<file path="src/rtl/ccr_pkg.sv">
package ccr_pkg;

    // Seven live bits, declared from bit 6 down to bit 0 of the byte.
    typedef struct packed {
        logic ien;    // bit 6: hardware interrupt enable
        logic ssel;   // bit 5: stack select
        logic stk;    // bit 4: sticky
        logic neg;    // bit 3
        logic zer;    // bit 2
        logic ovf;    // bit 1
        logic cry;    // bit 0
    } ccr_flags_t;

    localparam ccr_flags_t CCR_RESET = '{ien: 1'b0, ssel: 1'b1, stk: 1'b0,
                                         neg: 1'b0, zer: 1'b0, ovf: 1'b0,
                                         cry: 1'b0};

    typedef struct packed {
        logic cry;
        logic stk;
        logic neg;
        logic zer;
    } shift_flags_t;

endpackage

</file>
<file path="src/rtl/ccr_rshift.sv">
module ccr_rshift
    import ccr_pkg::*;
#(
    parameter int DATA_W = 16,
    localparam int AMT_W = $clog2(DATA_W)
) (
    input  logic [DATA_W-1:0] operand,
    input  logic [AMT_W-1:0]  amt,
    input  logic              arith,
    output logic [DATA_W-1:0] result,
    output shift_flags_t      flags
);

    logic              fill_bit;
    logic [DATA_W-1:0] plain_shift;
    logic              lost_any;

    always_comb begin
        fill_bit    = arith & operand[DATA_W-1];
        plain_shift = operand >> amt;
        lost_any    = 1'b0;
        for (int k = 0; k < DATA_W; k++) begin
            if (k >= DATA_W - int'(amt)) begin
                result[k] = fill_bit;
            end else begin
                result[k] = plain_shift[k];
            end
            if (k < int'(amt)) begin
                lost_any = lost_any | operand[k];
            end
        end
    end

    always_comb begin
        if (amt == '0) begin
            flags.cry = 1'b0;
            flags.stk = 1'b0;
        end else begin
            flags.cry = operand[amt - 1'b1];
            flags.stk = lost_any;
        end
        flags.neg = result[DATA_W-1];
        flags.zer = (result == '0);
    end

endmodule

</file>
<file path="src/rtl/ccr_irq_gate.sv">
module ccr_irq_gate #(
    parameter int NUM_HW_IRQ = 4
) (
    input  logic                  ien,
    input  logic [NUM_HW_IRQ-1:0] hw_req,
    input  logic                  sw_req,
    output logic [NUM_HW_IRQ-1:0] hw_grant,
    output logic                  sw_grant
);

    for (genvar g = 0; g < NUM_HW_IRQ; g++) begin : g_line
        assign hw_grant[g] = hw_req[g] & ien;
    end

    assign sw_grant = sw_req;

endmodule

</file>
<file path="src/rtl/ccr_unit.sv">
module ccr_unit
    import ccr_pkg::*;
#(
    parameter int DATA_W     = 16,
    parameter int NUM_HW_IRQ = 4,
    localparam int AMT_W     = $clog2(DATA_W)
) (
    input  logic                  clk,
    input  logic                  rst_n,
    input  logic                  wr_en,
    input  logic [7:0]            wr_data,
    output logic [7:0]            rd_data,
    input  logic                  shift_valid,
    input  logic                  shift_arith,
    input  logic [AMT_W-1:0]      shift_amt,
    input  logic [DATA_W-1:0]     shift_operand,
    output logic [DATA_W-1:0]     shift_result,
    input  logic                  irq_accept,
    input  logic [NUM_HW_IRQ-1:0] hw_irq_req,
    input  logic                  sw_irq_req,
    output logic [NUM_HW_IRQ-1:0] hw_irq_en,
    output logic                  sw_irq_en,
    output logic                  sp_sel
);

    ccr_flags_t   ccr_d, ccr_q;
    shift_flags_t sh_flags;

    ccr_rshift #(.DATA_W(DATA_W)) u_rshift (
        .operand (shift_operand),
        .amt     (shift_amt),
        .arith   (shift_arith),
        .result  (shift_result),
        .flags   (sh_flags)
    );

    ccr_irq_gate #(.NUM_HW_IRQ(NUM_HW_IRQ)) u_irq_gate (
        .ien      (ccr_q.ien),
        .hw_req   (hw_irq_req),
        .sw_req   (sw_irq_req),
        .hw_grant (hw_irq_en),
        .sw_grant (sw_irq_en)
    );

    // Next state: write, then shift flags on top, then interrupt acceptance on S.
    always_comb begin
        ccr_d = ccr_q;
        if (wr_en) begin
            ccr_d = ccr_flags_t'(wr_data[6:0]);
        end
        if (shift_valid) begin
            ccr_d.cry = sh_flags.cry;
            ccr_d.stk = sh_flags.stk;
            ccr_d.neg = sh_flags.neg;
            ccr_d.zer = sh_flags.zer;
        end
        if (irq_accept) begin
            ccr_d.ssel = 1'b1;
        end
    end

    always_ff @(posedge clk or negedge rst_n) begin
        if (!rst_n) begin
            ccr_q <= CCR_RESET;
        end else begin
            ccr_q <= ccr_d;
        end
    end

    assign rd_data = {1'b0, ccr_q};
    assign sp_sel  = ccr_q.ssel;

    p_idle_hold_r3: assert property (@(posedge clk) disable iff (!rst_n)
        (!wr_en && !shift_valid && !irq_accept) |=> $stable(rd_data));

    p_wr_load_r3: assert property (@(posedge clk) disable iff (!rst_n)
        (wr_en && !shift_valid && !irq_accept) |=> rd_data[6:0] == $past(wr_data[6:0]));

    p_zero_amt_r6: assert property (@(posedge clk) disable iff (!rst_n)
        (shift_valid && shift_amt == '0) |=> (rd_data[4] == 1'b0 && rd_data[0] == 1'b0));

    p_zflag_r7: assert property (@(posedge clk) disable iff (!rst_n)
        shift_valid |=> rd_data[2] == ($past(shift_result) == '0));

    p_irq_sets_s_r8: assert property (@(posedge clk) disable iff (!rst_n)
        irq_accept |=> (rd_data[5] && sp_sel));

    p_mask_r10: assert property (@(posedge clk) disable iff (!rst_n)
        (wr_en && !wr_data[6]) |=> hw_irq_en == '0);

endmodule

</file>
<file path="config.mk">
export PLATFORM = sky130hd
export DESIGN_NAME = ccr_unit
export DESIGN_NICKNAME = d
export VERILOG_FILES = /design/src/rtl/ccr_pkg.sv /design/src/rtl/ccr_rshift.sv /design/src/rtl/ccr_irq_gate.sv /design/src/rtl/ccr_unit.sv
export SDC_FILE = /design/constraint.sdc
export NUM_CORES = 1
export LEC_CHECK = 0
export BUFFER_PORTS_ARGS = -buffer_cell sky130_fd_sc_hd__buf_2
export CORE_MARGIN = 1.5
export CORE_UTILIZATION = 56
export DETAILED_ROUTE_END_ITERATION = 12
export GPL_TIMING_DRIVEN = 0
export PLACE_DENSITY = 0.88
export SETUP_SLACK_MARGIN = 0.1
export SYNTH_ARGS = -nofsm -noshare
export SYNTH_HDL_FRONTEND = slang
export SYNTH_HIERARCHICAL = 1
export SYNTH_SLANG_ARGS = --single-unit
</file>
<file path="constraint.sdc">
create_clock -name clk -period 5.2 [get_ports clk]
set_clock_uncertainty 0.2 [all_clocks]
set_input_delay 0.52 -clock clk [delete_from_list [all_inputs] [get_ports clk]]
set_output_delay 0.52 -clock clk [all_outputs]
set_load 0.02 [all_outputs]
</file>
==> out/metrics.csv <==
metric;value;unit
Setup-failing EPs final;0;
Final ANT Viol Nets;0;
num ports;69;
Tot GR Track Use;0.3343;
total CTS buffers;3;
die width;62.49;um
Post-Route WL;6587;um
Final Cycle Share;0.8161;
Period minus WS final;4.244;ns
f_max;0.2356;GHz
Mapped Avg Cell Area;7.181;um^2
drt wl/cell;16.85;um
WS Path Type;in2out;
Starting Density;0.5893;
GRT overflow;0;
status;finished, final reports clean;
Final GP Congestion;1.003;
worst-path maximum fanout;10;
first-pass GRT wire length;10650;um
Final Hold Violating Endpoints;0;
#FFs+latches synth;7;
Pwr Density;153.2;nW/um^2
DRC;0;
die area;3905;um^2
DR vias;2559;
hpwl dp;5139;um
Worst-Skew Late Latency;0.25;ns
syn_nets;321;
area delta synth->final;20.90;%
core box area;3363;um^2
Cell Area, Synth;1982;um^2
Post-synth EDFFs;0;
initial antenna violation count;0;
H-Tree Depth;1;
max cap viols;0;
number of distinct library cells after synthesis;57;
DRT Pass-1 Iters;7;
Tot Pwr;0.3671;mW
Max-slew headroom;0.6185;
Data arrival, critical path;3.52;ns
Post-synth ARST share;1.000;
Startpoint Class;primary input;
Critical Path RT;4.48;ns
Hold WC Path Type;in2reg;
Peak VDD IR;0.06429;mV
Die H;62.49;um
Setup TNS Final;0;ns
Least-Margin Pin Slew;0.5722;ns
drt first-iter violations;238;
share of cells above drive strength 1;0.2899;
Synth Flop Type;dfrtp_1;
IO Port Bufs;64;
largest net degree at the start of global routing;14;
Synth Instances;276;
CTS max path bufs;2;
Ys Warns;6;
Leakage Power;1.102;nW
nets@finish;391;
TritonCTS Sinks;7;
post-synthesis sequential area ratio;0.08902;
Ant. Diodes;0;
endpoint class of the critical path;output port;
Slew Limit Fails;0;
Worst-path clk slew;0.05;ns
CTS tree;done;
# rows;21;
RSZ-0062 raised after global routing;false;
CTS Root Cell;clkbuf_4;
Avg Vias per Cell;6.545;
# Post-CTS Setup Buffers;0;
vias in the first global route;2227;
-- layout make-up --
type | instances | area [um^2]
fill | 306 | 967.2
timing repair buffer | 65 | 330.3
sequential | 7 | 176.4
multi-input combinational | 235 | 1634
tap | 46 | 57.56
clock buffer | 4 | 26.28
inverter | 8 | 30.03
buffer | 26 | 141.4
-- path summary, 6_finish.rpt --
kind                       slack (ns)                    from  depth (start not counted)                      to
setup / recovery                 0.96            shift_amt[0]                         13         shift_result[5]
hold / removal                   0.26              irq_accept                          2      sp_sel$_DFFE_PN1P_
setup reg to reg                 4.17  rd_data[3]$_DFFE_PN0P_                          2  rd_data[3]$_DFFE_PN0P_
hold reg to reg                  0.30  rd_data[1]$_DFFE_PN0P_                          1  rd_data[1]$_DFFE_PN0P_
max in group asynchronous        4.16                   rst_n                          2      sp_sel$_DFFE_PN1P_
min in group asynchronous        0.41                   rst_n                          2  rd_data[6]$_DFFE_PN0P_
-- routing by layer --
metal,track usage,up-vias,wire (um)
li1,-,1165,-
met1,0.4496,1165,2433
met2,0.5403,189,3016
met3,0.03604,40,784
met4,0.1500,0,353
met5,0,-,0
-- registers in the layout, indices dropped and copies added (netlist names) --
name / flops
sp_sel: 1
rd_data: 6
-- worst max-delay path: stages --
cell and delay [ns]:
buf_2 0.13, buf_6 0.17, buf_6 0.19, buf_2 0.32, inv_1 0.13, ha_1 0.29
clkbuf_1 0.40, clkbuf_1 0.44, a21oi_1 0.13, o21ai_0 0.17, o21ai_0 0.12, a32oi_1 0.29
buf_2 0.23
-- cells by family after synthesis --
logic type	Yosys count	share of synthesized area
flip-flops	7	0.08902
adder cells (fa/ha/maj)	6	0.03788
XOR/XNOR	1	0.004420
buffers and inverters	34	0.08649
AO/OA/AOI/OAI	88	0.2803
AND/OR/NAND/NOR	99	0.2443
multiplexers	40	0.2557
other	1	0.001892
-- synthesized netlist by cell type (all sizes together), types with 3 or more instances --
cell / count / area (um^2)
ha: 6 / 75.07
nor4: 3 / 18.77
a21oi: 31 / 155.2
o211ai: 3 / 22.52
nand3: 7 / 35.03
o32ai: 4 / 35.03
buf: 15 / 100.1
nor2b: 3 / 21.27
dfrtp: 6 / 150.1
mux2i: 21 / 210.2
mux2: 12 / 138.9
nor2: 24 / 92.59
nand2b: 6 / 37.54
a2bb2oi: 4 / 35.03
o21ai: 24 / 120.1
and2: 8 / 50.05
nor3: 7 / 40.04
mux4: 7 / 157.7
inv: 8 / 30.03
a221oi: 3 / 26.28
nand2: 32 / 120.1
clkbuf: 11 / 41.29
-- cells in the final DEF (no fill, tap or decap), types with 3 or more instances in the layout --
cell type  Yosys  layout
dfrtp_1        6       6
mux2_1         4       4
mux4_2         7       7
clkbuf_1      11      12
nand3_1        7       7
and2_1         8       8
a221oi_1       3       3
buf_1          3       3
nor2_1        23      23
o21ai_1        8       8
o21ai_0       16      16
mux2_2         7       7
mux2i_1       21      21
nor3_1         6       6
nor4_1         3       3
buf_6          3       3
buf_2          5      69
o32ai_1        4       4
o211ai_1       3       3
a21oi_1       31      31
buf_4          4       4
nand2_1       32      32
ha_1           6       6
a2bb2oi_1      4       4
nand2b_1       6       6
clkbuf_4       0       3
inv_1          7       7
-- what timing repair did --
item | in CTS | in global routing
resized for setup | 0 | 0
hold buffers | 1 | 0
hold endpoints to repair | 6 | 0
-- stage by stage --
step	hold slack, ns	instance area, um^2	std cells	setup WS (ns)	utilization
finish	0.2554	2396	391	0.9563	0.7124
global placement	0.1559	2360	386	1.095	0.7016
floorplan	0.02441	1982	276	1.655	-
detailed placement	0.1567	2360	386	1.040	0.7016
global route	0.2561	2396	391	0.7617	0.7124
CTS	0.2587	2396	391	1.030	0.7124
-- report_power, final --
group          switching, mW  internal, mW  total [mW]
registers            0.00313        0.0601      0.0633
logic                  0.153         0.101       0.254
clock network         0.0209        0.0293      0.0502
Power figures use the tool's default switching activity.
